==> src/rtl/lcd_timing_pkg.sv <==
package lcd_timing_pkg;
  typedef enum logic [1:0] {
    ST_IDLE  = 2'd0,
    ST_RUN   = 2'd1,
    ST_DRAIN = 2'd2
  } raster_state_e;

  localparam int unsigned DIV_FLOOR    = 2;
  localparam int unsigned ACT_GRAIN_LG = 4;
endpackage

==> src/rtl/lcd_pix_div.sv <==
module lcd_pix_div
  import lcd_timing_pkg::*;
#(
  parameter int unsigned DIV_W = 8
) (
  input  logic             clk_i,
  input  logic             rst_ni,
  input  logic             load_i,
  input  logic             run_i,
  input  logic [DIV_W-1:0] div_i,
  output logic             pix_en_o,
  output logic             pclk_o
);
  logic [DIV_W-1:0] eff_q, eff_d, cnt_q;
  logic             wrap;

  assign eff_d = (div_i < DIV_W'(DIV_FLOOR)) ? DIV_W'(DIV_FLOOR) : div_i;
  assign wrap  = (cnt_q == eff_q - DIV_W'(1));

  always_ff @(posedge clk_i or negedge rst_ni) begin
    if (!rst_ni) begin
      eff_q <= DIV_W'(DIV_FLOOR);
      cnt_q <= '0;
    end else begin
      if (load_i) eff_q <= eff_d;
      if (!run_i)    cnt_q <= '0;
      else if (wrap) cnt_q <= '0;
      else           cnt_q <= cnt_q + DIV_W'(1);
    end
  end

  assign pix_en_o = run_i && wrap;
  // high phase first, so the enable lands in the low phase
  assign pclk_o   = run_i && (cnt_q < (eff_q >> 1));
endmodule

==> src/rtl/lcd_axis_cnt.sv <==
module lcd_axis_cnt #(
  parameter int unsigned CNT_W   = 12,
  parameter int unsigned SW_W    = 6,
  parameter int unsigned PORCH_W = 8
) (
  input  logic               clk_i,
  input  logic               rst_ni,
  input  logic               load_i,
  input  logic               clear_i,
  input  logic               step_i,
  input  logic [SW_W-1:0]    sw_i,
  input  logic [PORCH_W-1:0] bp_i,
  input  logic [PORCH_W-1:0] fp_i,
  input  logic [CNT_W-1:0]   act_len_i,
  output logic               sync_o,
  output logic               act_o,
  output logic               first_o,
  output logic               last_o
);
  logic [CNT_W-1:0] sync_end_d, act_beg_d, act_end_d, last_d;
  logic [CNT_W-1:0] sync_end_q, act_beg_q, act_end_q, last_q;
  logic [CNT_W-1:0] cnt_q;

  // region boundaries precomputed at load to keep adders off the count path
  assign sync_end_d = CNT_W'(sw_i) + CNT_W'(1);
  assign act_beg_d  = sync_end_d + CNT_W'(bp_i) + CNT_W'(1);
  assign act_end_d  = act_beg_d + act_len_i;
  assign last_d     = act_end_d + CNT_W'(fp_i);

  always_ff @(posedge clk_i or negedge rst_ni) begin
    if (!rst_ni) begin
      sync_end_q <= '0;
      act_beg_q  <= '0;
      act_end_q  <= '0;
      last_q     <= '0;
    end else if (load_i) begin
      sync_end_q <= sync_end_d;
      act_beg_q  <= act_beg_d;
      act_end_q  <= act_end_d;
      last_q     <= last_d;
    end
  end

  always_ff @(posedge clk_i or negedge rst_ni) begin
    if (!rst_ni)       cnt_q <= '0;
    else if (clear_i)  cnt_q <= '0;
    else if (step_i)   cnt_q <= last_o ? '0 : cnt_q + CNT_W'(1);
  end

  assign sync_o  = cnt_q < sync_end_q;
  assign act_o   = (cnt_q >= act_beg_q) && (cnt_q < act_end_q);
  assign first_o = cnt_q == '0;
  assign last_o  = cnt_q == last_q;
endmodule

==> src/rtl/lcd_raster_ctrl.sv <==
module lcd_raster_ctrl
  import lcd_timing_pkg::*;
(
  input  logic clk_i,
  input  logic rst_ni,
  input  logic en_i,
  input  logic frame_end_i,
  input  logic done_clr_i,
  output logic load_o,
  output logic run_o,
  output logic done_o
);
  raster_state_e state_q, state_d;
  logic          done_set;

  always_comb begin
    state_d = state_q;
    unique case (state_q)
      ST_IDLE:  if (en_i) state_d = ST_RUN;
      ST_RUN:   if (!en_i) state_d = frame_end_i ? ST_IDLE : ST_DRAIN;
      ST_DRAIN: if (frame_end_i) state_d = ST_IDLE;
      default:  state_d = ST_IDLE;
    endcase
  end

  assign done_set = frame_end_i &&
                    ((state_q == ST_DRAIN) || ((state_q == ST_RUN) && !en_i));

  always_ff @(posedge clk_i or negedge rst_ni) begin
    if (!rst_ni) begin
      state_q <= ST_IDLE;
      done_o  <= 1'b0;
    end else begin
      state_q <= state_d;
      if (done_set)        done_o <= 1'b1;
      else if (done_clr_i) done_o <= 1'b0;
    end
  end

  assign load_o = (state_q == ST_IDLE) && en_i;
  assign run_o  = state_q != ST_IDLE;
endmodule

==> src/rtl/lcd_raster_timing.sv <==
module lcd_raster_timing
  import lcd_timing_pkg::*;
#(
  parameter int unsigned DIV_W    = 8,
  parameter int unsigned SW_W     = 6,
  parameter int unsigned PORCH_W  = 8,
  parameter int unsigned PPL_LO_W = 6,
  parameter int unsigned LPP_LO_W = 10,
  parameter bit          PPL_EXT  = 1'b1,
  parameter bit          LPP_EXT  = 1'b1
) (
  input  logic                clk_i,
  input  logic                rst_ni,
  input  logic                raster_en_i,
  input  logic                done_clr_i,
  input  logic [DIV_W-1:0]    clk_div_i,
  input  logic [SW_W-1:0]     hsw_i,
  input  logic [PORCH_W-1:0]  hbp_i,
  input  logic [PORCH_W-1:0]  hfp_i,
  input  logic [PPL_LO_W-1:0] ppl_lo_i,
  input  logic                ppl_hi_i,
  input  logic [SW_W-1:0]     vsw_i,
  input  logic [PORCH_W-1:0]  vbp_i,
  input  logic [PORCH_W-1:0]  vfp_i,
  input  logic [LPP_LO_W-1:0] lpp_lo_i,
  input  logic                lpp_hi_i,
  input  logic                inv_pclk_i,
  input  logic                inv_hsync_i,
  input  logic                inv_vsync_i,
  output logic                pclk_o,
  output logic                pix_en_o,
  output logic                hsync_o,
  output logic                vsync_o,
  output logic                de_o,
  output logic                sof_o,
  output logic                eof_o,
  output logic                frame_done_o
);
  localparam int unsigned PPL_W  = PPL_LO_W + 1;
  localparam int unsigned LPP_W  = LPP_LO_W + 1;
  localparam int unsigned H_MAX  = (1 << SW_W) + 2 * (1 << PORCH_W) + ((1 << PPL_W) << ACT_GRAIN_LG);
  localparam int unsigned V_MAX  = (1 << SW_W) + 2 * (1 << PORCH_W) + (1 << LPP_W);
  localparam int unsigned HCNT_W = $clog2(H_MAX + 1);
  localparam int unsigned VCNT_W = $clog2(V_MAX + 1);

  logic              load, run, pix_en, pclk_raw, frame_end;
  logic              h_sync, h_act, h_first, h_last;
  logic              v_sync, v_act, v_first, v_last;
  logic [PPL_W-1:0]  ppl_full;
  logic [LPP_W-1:0]  lpp_full;
  logic [HCNT_W-1:0] hact_len;
  logic [VCNT_W-1:0] vact_len;

  if (PPL_EXT) begin : g_ppl_ext
    assign ppl_full = {ppl_hi_i, ppl_lo_i};
  end else begin : g_ppl_base
    assign ppl_full = {1'b0, ppl_lo_i};
  end

  if (LPP_EXT) begin : g_lpp_ext
    assign lpp_full = {lpp_hi_i, lpp_lo_i};
  end else begin : g_lpp_base
    assign lpp_full = {1'b0, lpp_lo_i};
  end

  assign hact_len = (HCNT_W'(ppl_full) + HCNT_W'(1)) << ACT_GRAIN_LG;
  assign vact_len = VCNT_W'(lpp_full) + VCNT_W'(1);

  lcd_raster_ctrl u_ctrl (
    .clk_i       (clk_i),
    .rst_ni      (rst_ni),
    .en_i        (raster_en_i),
    .frame_end_i (frame_end),
    .done_clr_i  (done_clr_i),
    .load_o      (load),
    .run_o       (run),
    .done_o      (frame_done_o)
  );

  lcd_pix_div #(.DIV_W(DIV_W)) u_div (
    .clk_i    (clk_i),
    .rst_ni   (rst_ni),
    .load_i   (load),
    .run_i    (run),
    .div_i    (clk_div_i),
    .pix_en_o (pix_en),
    .pclk_o   (pclk_raw)
  );

  lcd_axis_cnt #(.CNT_W(HCNT_W), .SW_W(SW_W), .PORCH_W(PORCH_W)) u_hcnt (
    .clk_i     (clk_i),
    .rst_ni    (rst_ni),
    .load_i    (load),
    .clear_i   (!run),
    .step_i    (pix_en),
    .sw_i      (hsw_i),
    .bp_i      (hbp_i),
    .fp_i      (hfp_i),
    .act_len_i (hact_len),
    .sync_o    (h_sync),
    .act_o     (h_act),
    .first_o   (h_first),
    .last_o    (h_last)
  );

  lcd_axis_cnt #(.CNT_W(VCNT_W), .SW_W(SW_W), .PORCH_W(PORCH_W)) u_vcnt (
    .clk_i     (clk_i),
    .rst_ni    (rst_ni),
    .load_i    (load),
    .clear_i   (!run),
    .step_i    (pix_en && h_last),
    .sw_i      (vsw_i),
    .bp_i      (vbp_i),
    .fp_i      (vfp_i),
    .act_len_i (vact_len),
    .sync_o    (v_sync),
    .act_o     (v_act),
    .first_o   (v_first),
    .last_o    (v_last)
  );

  assign frame_end = pix_en && h_last && v_last;

  assign pix_en_o = pix_en;
  assign pclk_o   = pclk_raw ^ inv_pclk_i;
  assign hsync_o  = (run && h_sync) ^ inv_hsync_i;
  assign vsync_o  = (run && v_sync) ^ inv_vsync_i;
  assign de_o     = run && h_act && v_act;
  assign sof_o    = pix_en && h_first && v_first;
  assign eof_o    = frame_end;
endmodule

==> config.mk <==
export PLATFORM = sky130hd
export DESIGN_NAME = lcd_raster_timing
export DESIGN_NICKNAME = d
export VERILOG_FILES = /design/src/rtl/lcd_timing_pkg.sv /design/src/rtl/lcd_pix_div.sv /design/src/rtl/lcd_axis_cnt.sv /design/src/rtl/lcd_raster_ctrl.sv /design/src/rtl/lcd_raster_timing.sv
export SDC_FILE = /design/constraint.sdc
export NUM_CORES = 1
export LEC_CHECK = 0
export ABC_AREA = 0
export BUFFER_PORTS_ARGS = -buffer_cell sky130_fd_sc_hd__buf_2
export CORE_UTILIZATION = 39
export DETAILED_ROUTE_END_ITERATION = 6
export PLACE_DENSITY = 0.63
export SETUP_SLACK_MARGIN = 0.5
export SYNTH_ARGS = -nofsm -noshare
export SYNTH_HDL_FRONTEND = slang
export SYNTH_SLANG_ARGS = --single-unit
==> constraint.sdc <==
create_clock -name clk_i -period 6.2 [get_ports clk_i]
set_clock_uncertainty 0.15 [all_clocks]
set_input_delay 1.24 -clock clk_i [delete_from_list [all_inputs] [get_ports clk_i]]
set_output_delay 1.24 -clock clk_i [all_outputs]
set_load 0.05 [all_outputs]
Word level (Yosys, flattened, before mapping):

Cells that the tools add are included.

* memories kept: 0
* latch bits: 0
* bits in writable memories: 0
* output and inout port bits: 8
* ROM bits: 0
* input bits: 77
* flip-flop bits (word level): 139
* logic and storage cells: 90

* multiply operators: 0
* equal/unequal tests: 10
* add/subtract/negate cells: 16
* div/mod/pow operators: 0
* reductions and logical operators: 23
* order comparisons: 8
* shifts and indexed selects: 0
* multiplexer cells: 16
* bitwise operators: 3

Operator list (count)
* 2-to-1 mux 12 bit: 6
* adder 12 x 1 -> 12 bit, second input constant: 4
* adder 12 x 8 -> 12 bit: 4
* < comparator 12 bit: 4
* adder 12 bit: 2
* equality test 12 bit: 2
* >= comparator 12 bit: 2
* logical NOT 12 bit: 2
* 2-to-1 mux 8 bit: 3
* logical AND 1 bit: 15
* adder 6 x 1 -> 7 bit, second input constant: 2
* adder 11 x 1 -> 12 bit, second input constant: 1
* adder 7 x 1 -> 8 bit, second input constant: 1
* adder 8 x 1 -> 8 bit, second input constant: 1
* equality test 8 bit: 1
* < comparator 8 x 2 -> 1 bit, second input constant: 1
* < comparator 8 x 7 -> 1 bit: 1
* 2-to-1 mux 2 bit: 4
* subtractor 8 x 1 -> 8 bit, second input constant: 1
* inequality test 2 x 1 -> 1 bit, second input constant: 3
* one-hot mux 2 bit (3 select lines): 1
* inequality test 2 bit, second input constant: 2
* nonzero test 2 bit: 2
* AND reduction 3 bit: 1
* 7 further kinds: 10

Logic depth before layout (Yosys ltp):

Gate-level depths: netlist of run 1.

* depth in word-level cells: 8
* depth in mapped cells: 20

Modules after synthesis:

A second synthesis of run 1 with hierarchy kept.

* cells, all modules: 1154
* area, all modules: 10311.1 sq um

Modules (own cells, without submodules)
* lcd_axis_cnt (u_hcnt): sequential area each 1326.3 sq um, cells an instance 487, instances 1, area an instance 4398.0 sq um
* lcd_axis_cnt (u_vcnt): sequential area each 1326.3 sq um, cells an instance 482, instances 1, area an instance 4365.4 sq um
* lcd_pix_div: sequential area each 401.6 sq um, cells an instance 120, instances 1, area an instance 1054.8 sq um
* lcd_raster_timing: sequential area each 0.0 sq um, cells an instance 52, instances 1, area an instance 350.3 sq um
* lcd_raster_ctrl: sequential area each 75.1 sq um, cells an instance 13, instances 1, area an instance 142.6 sq um

Least setup slack after synthesis of run 1:

No wires, ideal clock.

* path type: in2reg
* start: input port vsw_i[0]
* end: register u_vcnt.last_q[11]
* buffers on the path: 0
* data arrival time: 5008 ps
* cell stages on the path: 17
* setup slack: 926 ps
* required time: 5934 ps
* path through: ha_1 fa_1 nand3_1 nand2_1 a21o_1 a21o_1 xor2_1 ha_1 a21o_1 or3_1 o21a_1 xor2_1 ha_1 nor2_1 a2111oi_0 inv_1 o311ai_0

* word-level cells in the longest chain between the ends: 5

Ends and longest elaborated chain
* from (decl): RTL line lcd_raster_timing.sv:22 `input logic [SW_W-1:0] vsw_i,`
* adder 6 x 1 -> 7 bit: RTL line lcd_axis_cnt.sv:25 `assign sync_end_d = CNT_W'(sw_i) + CNT_W'(1);`
* adder 12 x 8 -> 12 bit: RTL line lcd_axis_cnt.sv:26 `assign act_beg_d = sync_end_d + CNT_W'(bp_i) + CNT_W'(1);`
* adder 12 x 1 -> 12 bit: RTL line lcd_axis_cnt.sv:26
* named net u_vcnt.act_beg_d[6]: RTL line lcd_axis_cnt.sv:20 `logic [CNT_W-1:0] sync_end_d, act_beg_d, act_end_d, last_d;`
* adder 12 bit: RTL line lcd_axis_cnt.sv:27 `assign act_end_d = act_beg_d + act_len_i;`
* named net u_vcnt.act_end_d[7]: RTL line lcd_axis_cnt.sv:20
* adder 12 x 8 -> 12 bit: RTL line lcd_axis_cnt.sv:28 `assign last_d = act_end_d + CNT_W'(fp_i);`
* to (signal assigned): RTL line lcd_axis_cnt.sv:40 `last_q <= last_d;`
* to (decl): RTL line lcd_axis_cnt.sv:21 `logic [CNT_W-1:0] sync_end_q, act_beg_q, act_end_q, last_q;`

The timed path passes the listed nets, and every way through them passes these cells.
A chain may end at the register's enable or synchronous reset.

Worst setup path in the final report of run 1:

* start: input port vsw_i[0]
* end: register u_vcnt.last_q[11]

* word-level cells in the longest chain between the ends: 5

Ends and longest elaborated chain (RTL line)
* adder 6 x 1 -> 7 bit: lcd_axis_cnt.sv:25
* named net u_vcnt.sync_end_d[2]: lcd_axis_cnt.sv:20
* adder 12 x 8 -> 12 bit: lcd_axis_cnt.sv:26
* adder 12 x 1 -> 12 bit: lcd_axis_cnt.sv:26
* named net u_vcnt.act_beg_d[6]: lcd_axis_cnt.sv:20
* adder 12 bit: lcd_axis_cnt.sv:27
* named net u_vcnt.act_end_d[7]: lcd_axis_cnt.sv:20
* adder 12 x 8 -> 12 bit: lcd_axis_cnt.sv:28

The timed path passes the listed nets, and every way through them passes these cells.

==> results of run 1 <==
-- final cells by class --
| cell class | instances | share of cell area |
|---|---|---|
| sequential | 119 | 0.286 |
| clock buffer | 25 | 0.0465 |
| timing repair buffer | 89 | 0.0453 |
| inverter | 92 | 0.0331 |
| tap | 313 | 0.0375 |
| multi-input combinational | 802 | 0.543 |
| clock inverter | 7 | 0.00899 |
-- kinds of logic after synthesis --
logic type                 after synthesis  synth area share
AOI/OAI and AO/OA                      271             0.186
xor gates and xnor gates                88            0.0846
adders and majority gates              118             0.167
buffers and inverters                  122            0.0511
DFF                                    119             0.327
muxes                                    9            0.0110
and+or+nand+nor                        316             0.172
-- synth_stat cells (3+ instances only) --
library cell	n
a22o_1	3
or4b_1	5
o21ai_1	3
o2111ai_1	3
o41ai_1	3
buf_1	5
o21ai_0	107
a21o_1	26
a31oi_1	5
xor2_1	41
and3_1	17
a21boi_0	3
nor2b_1	10
dfrtp_1	118
a211oi_1	16
ha_1	112
xnor2_1	47
nor4_1	9
inv_1	92
o31a_1	4
o21a_1	11
fa_1	6
clkbuf_1	24
nand2b_1	13
o22ai_1	5
o31ai_1	7
or4_1	3
nand4_1	9
o21bai_1	5
a31o_2	3
o211ai_1	10
nand3_1	30
or3_1	6
or2_2	10
and4_1	3
nor3_1	20
nor4b_1	5
and2_1	4
mux2_2	8
a2111oi_0	6
nor2_1	54
a21oi_1	39
nand2_1	110
-- sequential cells by signal, indices dropped and copies added, names as in the netlist --
signal and cells:
u_ctrl.done_o 1, u_div.eff_q 8, u_ctrl.state_q 2, u_vcnt.act_beg_q 9, u_hcnt.cnt_q 12, u_vcnt.cnt_q 12, u_vcnt.last_q 12, u_hcnt.sync_end_q 7
u_hcnt.act_end_q 12, u_vcnt.act_end_q 12, u_hcnt.last_q 12, u_hcnt.act_beg_q 5, u_vcnt.sync_end_q 7, u_div.cnt_q 8
-- routing by layer --
metal | part of all wire | global-route usage
met5 | 0 | 0
met4 | 0.014 | 0.0580
met3 | 0.029 | 0.0333
met2 | 0.45 | 0.308
met1 | 0.51 | 0.268
-- worst max-delay path, delay by kind of cell --
family	cells	cell delay, ps
simple gates	4	580
fa+ha+maj	4	1100
xor+xnor	3	710
buf+inv	2	210
compound gates	6	1710
-- how the worst max path moves through the flow --
| stage | start | end | slack (ps) |
|---|---|---|---|
| after detailed placement | vsw_i[0] | u_vcnt.last_q[11] | 450 |
| after floorplan | vsw_i[0] | u_vcnt.last_q[11] | 930 |
| after global placement | vsw_i[0] | u_vcnt.last_q[11] | 540 |
| final | vsw_i[0] | u_vcnt.last_q[11] | 790 |
| after CTS | vsw_i[0] | u_vcnt.last_q[11] | 870 |
| after global routing | vsw_i[0] | u_vcnt.last_q[11] | 550 |
-- stage by stage --
step	power, W	area, µm²	setup slack (ps)	instances	hold WS [ps]
after floorplan	0.00253	9100	926	1043	294
after global placement	0.00295	9850	539	1415	317
after detailed placement	0.00299	9850	448	1415	320
after CTS	0.00399	10400	873	1447	333
after global routing	0.00430	10400	552	1447	363
final	0.00397	10400	795	1447	329
-- where the power goes --
part | switching, W | internal (W)
clock network | 0.000359 | 0.000623
registers | 0.000173 | 0.00105
logic | 0.00104 | 0.000727
total | 0.00157 | 0.00240
==> out/qor.csv, run 1 <==
stage,metric,value,unit
run_status,status,finished clean,
place,dp_hpwl,16400,µm
sta,setup_viol,0,
run,cap_violations,0,
synth,synth_cell_types,64,
layout,diodes,0,
global_route,overflow,0,
critical_path,crit_top_cell,ha_1,
synth,ys_seq_elements,119,
die,start_util,0.400,
pwr,peakVddDrop,0.196,mV
clocking,postCtsSetupBuffers,0,
clocking,htreeDepth,4,
die,die_h,155,µm
critical_path,crit_path_start_kind,input pin,
layout,multiInputGateArea,5660,µm²
routing,drt_iter0_markers,510,
layout,regArea,2980,µm²
pwr,leakage,5.02,nW
sta,timing.final.crit_share,0.872,
layout,layout-drive-gt1-share,0.128,
global_route,grt_pass1_wl,36800,µm
critical_path,path_cells,buf_2 > ha_1 > xor2_1 > ha_1 > nand3_1 > nand2_1 > a21o_1 > a21o_1 > xor2_1 > ha_1 > a21o_1 > or3_1 > o21a_1 > xor2_1 > ha_1 > nor3_1 > a2111oi_0 > inv_1 > o311ai_0,
layout,fillers,2225,
synth,synth_area_leaders,"dfrtp_1 32%, ha_1 15%, o21ai_0 5.9%, nand2_1 4.5%, xnor2_1 4.5%",
synth,synthCells,1043,
worst_hold_path,min_from,u_hcnt.act_end_q[5],
routing,drc,0,
clocking,clk_latency,420,ps
pwr,p_per_area,380,nW/µm²
sta,slew_viol_final,0,
critical_path,worstPathRequired,6360,ps
clocking,clk_path_buf_depth,2,
layout,mostFrequentLayoutCell,dfrtp_1,
place,port_buffers,84,
routing,vias_per_cell,5.24,
clocking,clk_pin_slew,60,ps
die,pin_count,85,
synth,yosysTopAreaCellShare,0.324,
sta,hold_violations,0,
clocking,cts_root_buf,clkbuf_16,
layout,area_growth,14.6,%
die,dieWidth,155,µm
clocking,ctsHoldBuffers,0,
synth,synth_top_cell_by_area,dfrtp_1,
global_route,antenna_found_initial,0,
sta,period_needed,5410,ps
global_route,grt_use_total,0.194,
critical_path,rrSetupSlack,2780,ps
synth,synth-edff-count,0,
routing,totalWireLength,21900,µm
synth,synth_area,9100,µm²
critical_path,rr_startpoint,u_div.eff_q[0],
sta,max_freq,185,MHz
routing,firstDrtPassIters,7,
clocking,tritoncts,built,
critical_path,critPathKind,input pin to register,
routing,num_vias,7578,
die,die-area,24000,µm²
critical_path,cp_max_fo,5,
synth,syn_avg_cell_area,8.73,µm²
synth,ys.flop_type,dfrtp_1,
sta,worst_slew_pin_slew,982,ps
layout,post-route-util,0.458,
worst_hold_path,hold_class,register to register,
critical_path,crit_slowest_cell,a2111oi_0,
place,gp_congestion,0.834,
layout,final_cell_mix,"118 x dfrtp_1, 112 x ha_1, 109 x nand2_1",
worst_hold_path,min_to,u_hcnt.act_end_q[5],
synth,yosysSeqAreaShare,0.327,
global_route,grt_start_max_net_pins,72,
worst_hold_path,min_delay_path_depth,2,
global_route,grt_pass1_vias,7386,
critical_path,rr_worst_depth,9,
critical_path,slowest_delay,660,ps
clocking,cts_buffers,17,
clocking,cts.sink_count,119,
die,core,22800,µm²
critical_path,crit_path_end_kind,register,
sta,maxSlewHeadroom,0.329,
synth,ys_async_sr_fraction,1.00,
die,rows,55,
synth,synth_nets,1238,
sta,tns,0,ps
routing,wire_per_inst,15.2,µm
sta,rsz0062_at_grt,false,
critical_path,regToRegEndpoint,u_vcnt.cnt_q[11],
routing,postRouteAntennaNets,0,
layout,nets,1316,
clocking,cts_resized,0,
critical_path,arrival,5560,ps
synth,synth_warnings,0,
(Power assumes the default switching activity.)
==> run 2: changes to the inputs <==
- PLACE_DENSITY: 0.63 -> 0.65
- clock period: 6.2 -> 4.8 ns (I/O delays scaled with it)
==> run 2 against run 1 <==
Against the previous run:
- sequential power up 30%
- first-iteration DRC count down 1.4%
- sequential share of layout area down 2.8 points
==> out/qor.csv, run 2 (synthesis gave the netlist of run 1 again) <==
stage,metric,value,unit
layout,fin_cells,1511,
worst_hold_path,hold_class,register to register,
critical_path,crit_path_end_kind,register,
global_route,grt_pass1_vias,7738,
clocking,tritoncts,built,
global_route,overflow,0,
clocking,clk_pin_slew,60,ps
clocking,cts_root_buf,clkbuf_16,
clocking,htreeDepth,4,
layout,fillers,2110,
sta,hold_violations,0,
sta,setup_viol,0,
critical_path,cp_max_fo,4,
routing,wire_per_inst,15.5,µm
critical_path,critPathKind,input pin to register,
global_route,grt_pass1_wl,38000,µm
die,die-area,24000,µm²
sta,timing.final.crit_share,0.957,
clocking,cts_buffers,17,
clocking,ctsHoldBuffers,0,
routing,postRouteAntennaNets,0,
layout,nets,1380,
pwr,leakage,5.48,nW
die,dieWidth,155,µm
die,rows,55,
pwr,p_per_area,484,nW/µm²
global_route,antenna_found_initial,0,
die,die_h,155,µm
critical_path,arrival,4760,ps
sta,slew_viol_final,0,
critical_path,worstPathRequired,4970,ps
clocking,clk_path_buf_depth,2,
sta,hold_ws,331,ps
layout,mostFrequentLayoutCell,dfrtp_1,
die,start_util,0.400,
die,core,22800,µm²
place,port_buffers,84,
sta,rsz0062_at_grt,true,
layout,area_growth,27.1,%
run,cap_violations,0,
routing,firstDrtPassIters,7,
layout,layout-drive-gt1-share,0.241,
sta,worst_slew_pin_slew,738,ps
critical_path,rrSetupSlack,1490,ps
pwr,peakVddDrop,0.311,mV
routing,totalWireLength,23400,µm
sta,max_freq,218,MHz
place,dp_hpwl,16900,µm
routing,num_vias,7952,
layout,diodes,0,
global_route,grt_start_max_net_pins,68,
layout,final_cell_mix,"118 x dfrtp_1, 108 x nand2_1, 98 x ha_1",
clocking,clk_latency,420,ps
sta,tns,0,ps
clocking,cts.sink_count,119,
routing,drt_iter0_markers,503,
sta,maxSlewHeadroom,0.495,
critical_path,crit_path_start_kind,input pin,
sta,period_needed,4590,ps
routing,drc,0,
routing,vias_per_cell,5.26,
place,numPlacedInstances,1457,
die,pin_count,85,
place,gp_congestion,0.827,
global_route,grt_use_total,0.199,
run_status,status,finished clean,
-- run 2: repair_timing --
item	4_1_cts	5_1_grt
gates cloned	0	0
resized for setup	29	72
buffers inserted	9	13
setup endpoints to repair	10	21
pin swaps	18	43
-- run 2: path summary, 6_finish.rpt --
path                                      from                    to  cells after the start
setup / recovery                      vsw_i[0]     u_vcnt.last_q[11]                     19
hold / removal             u_vcnt.act_end_q[8]   u_vcnt.act_end_q[8]                      2
setup reg to reg                u_div.eff_q[0]      u_vcnt.cnt_q[11]                      9
hold reg to reg            u_vcnt.act_end_q[8]   u_vcnt.act_end_q[8]                      2
max in group asynchronous               rst_ni      u_vcnt.last_q[5]                      2
min in group asynchronous               rst_ni  u_hcnt.sync_end_q[4]                      1
-- run 2: power breakdown --
group          switching [W]  leakage, nW  internal, W
clock network       0.000480        0.287     0.000817
logic                0.00151         3.66      0.00122
registers           0.000226         1.53      0.00135
-- run 2: layout make-up --
type                       instances  area, µm²  area share
inverter                          92        345      0.0298
clock buffer                      21        480      0.0415
sequential                       119       2980       0.257
clock inverter                    11        123      0.0106
multi-input combinational        802       6240       0.539
timing repair buffer             153       1020      0.0879
tap                              313        392      0.0338
-- run 2: per-stage QoR --
| step | utilization | area (µm²) | power (W) | setup WS [ps] |
|---|---|---|---|---|
| global route | 0.508 | 11600 | 0.00603 | 17.9 |
| detailed placement | 0.453 | 10300 | 0.00406 | -156 |
| global placement | 0.453 | 10300 | 0.00400 | -83.6 |
| finish | 0.508 | 11600 | 0.00561 | 205 |
| floorplan | - | 9250 | 0.00333 | 213 |
| CTS | 0.488 | 11100 | 0.00546 | 403 |
-- run 2: layer usage --
| layer | routed length (µm) | vias up | global-route usage |
|---|---|---|---|
| met5 | 0 | - | 0 |
| met4 | 318 | 0 | 0.0537 |
| met3 | 629 | 24 | 0.0356 |
| met2 | 11100 | 112 | 0.329 |
| met1 | 11300 | 3840 | 0.266 |
| li1 | - | 3976 | - |
-- run 2: worst max-delay path: stages --
cell and delay [ps]:
buf_12 90, nand3_4 110, xnor2_4 240, ha_4 250
a21oi_2 140, nand2_2 60, a21o_1 150, a21o_1 220
xor2_2 170, ha_1 320, a21o_1 190, or3_4 330
o21a_1 210, xor2_1 230, ha_2 310, nor3_4 60
a2111oi_4 390, inv_1 110, o311ai_2 230
==> run 3: changes to the inputs <==
- MAX_ROUTING_LAYER: unset -> met4
- RECOVER_POWER: unset -> 25
==> run 3 against run 2 <==
Against the previous run:
- the flow now finishes with violations (capacitance limit, slew limit)
- flip-flop and latch count unchanged
- critical path depth unchanged
- final cell count unchanged
- sequential share of layout area about the same
- clock power about the same
- die area unchanged
- utilization about the same
- sequential power about the same
- wire length up 0.46%
- final area about the same
- power about the same
- critical path type unchanged
- largest cell class unchanged
- largest power group unchanged
==> out/qor.csv, run 3 (synthesis gave the netlist of run 1 again) <==
stage,metric,value,unit
global_route,grt_use_total,0.205,
sta,setup_viol,0,
layout,final_cell_mix,"118 x dfrtp_1, 108 x nand2_1, 97 x ha_1",
place,dp_hpwl,16900,µm
sta,period_needed,4590,ps
sta,maxSlewHeadroom,-0.969,
global_route,grt_pass1_wl,38000,µm
run_status,violations,"capacitance limit, slew limit",
global_route,antenna_found_initial,0,
global_route,grt_pass1_vias,7731,
global_route,grt_start_max_net_pins,68,
critical_path,crit_path_end_kind,register,
layout,nets,1380,
sta,hold_ws,328,ps
routing,firstDrtPassIters,7,
clocking,tritoncts,built,
die,start_util,0.400,
critical_path,arrival,4760,ps
clocking,htreeDepth,4,
routing,vias_per_cell,5.26,
place,numPlacedInstances,1457,
pwr,p_per_area,484,nW/µm²
place,port_buffers,84,
layout,post-route-util,0.508,
die,rows,55,
layout,layout-drive-gt1-share,0.242,
clocking,clk_path_buf_depth,2,
pwr,peakVddDrop,0.314,mV
routing,drc,0,
sta,timing.final.crit_share,0.957,
clocking,clk_latency,430,ps
place,gp_congestion,0.839,
die,core,22800,µm²
layout,area_growth,27.2,%
clocking,clk_pin_slew,60,ps
layout,fillers,2104,
critical_path,crit_path_start_kind,input pin,
die,die-area,24000,µm²
clocking,ctsHoldBuffers,0,
layout,fin_cells,1511,
sta,worst_slew_pin_slew,2950,ps
pwr,leakage,5.47,nW
layout,mostFrequentLayoutCell,dfrtp_1,
worst_hold_path,hold_class,register to register,
critical_path,cp_max_fo,4,
sta,slew_viol_final,54,
clocking,cts_buffers,17,
die,pin_count,85,
clocking,cts.sink_count,119,
critical_path,critPathKind,input pin to register,
critical_path,worstPathRequired,4970,ps
routing,postRouteAntennaNets,0,
pwr,fin_total_pwr,0.00561,W
run,cap_violations,1,
run_status,status,"finished, violations left",
layout,diodes,0,
global_route,overflow,0,
place,dp_slack,-156,ps
sta,setup_slack,208,ps
die,die_h,155,µm
routing,num_vias,7949,
clocking,cts_root_buf,clkbuf_16,
routing,wire_per_inst,15.5,µm
sta,hold_violations,0,
die,dieWidth,155,µm
sta,rsz0062_at_grt,true,
routing,drt_iter0_markers,472,
sta,max_freq,218,MHz
routing,totalWireLength,23500,µm
## run 3: changes by cell type in the layout (fill, tap and decap cells not counted), sizes merged
cell | before | now
clkbuf | 23 | 27
buf | 151 | 147
## run 3: metal layers
metal,part of all wire,GRT usage,up-vias
met3,0.024,0.0311,27
met2,0.48,0.329,106
li1,-,-,3970
met5,0,-,-
met1,0.48,0.266,3846
met4,0.015,0.0594,0
## run 3: per-stage QoR
step,setup TNS [ps],instance area [µm²]
after global placement,-150,10300
after CTS,0,11100
final,0,11600
after global routing,0,11600
after floorplan,0,9250
after detailed placement,-437,10300
## run 3: path summary, 6_finish.rpt
path,slack (ps),start,to,cells after the start
setup / recovery,210,vsw_i[0],u_vcnt.last_q[11],19
hold / removal,330,u_hcnt.act_end_q[10],u_hcnt.act_end_q[10],2
setup reg to reg,1500,u_div.eff_q[0],u_vcnt.cnt_q[11],9
hold reg to reg,330,u_hcnt.act_end_q[10],u_hcnt.act_end_q[10],2
max in group asynchronous,820,rst_ni,u_vcnt.last_q[5],2
min in group asynchronous,1350,rst_ni,u_hcnt.sync_end_q[4],1
## run 3: where the power goes
| group | total [W] | internal (W) | switching [W] |
|---|---|---|---|
| logic | 0.00273 | 0.00122 | 0.00151 |
| clock network | 0.00130 | 0.000817 | 0.000480 |
| registers | 0.00158 | 0.00135 | 0.000227 |
| total | 0.00561 | 0.00339 | 0.00222 |
## run 3: layout make-up
type                    instances  area [µm²]  area share
clock buffers                  21         480      0.0415
clock inverters                11         123      0.0106
inverters                      92         345      0.0298
multi-input cells             802        6270       0.541
flip-flops and latches        119        2980       0.257
well taps                     313         392      0.0338
repair buffers                153         990      0.0855
## run 3: timing repair
action,4_1_cts,5_1_grt
pin swaps,18,42
setup buffers,9,13
setup endpoints to repair,10,21
resized for setup,29,71
## run 3: worst max-delay path, cell delays in order
cell and delay, ps:
buf_12 90, nand3_4 110, xnor2_4 240, ha_4 250
a21oi_2 140, nand2_2 60, a21o_1 150, a21o_1 220
xor2_2 170, ha_1 320, a21o_1 190, or3_4 330
o21a_1 210, xor2_1 230, ha_2 310, nor3_4 60
a2111oi_4 390, inv_1 110, o311ai_2 230
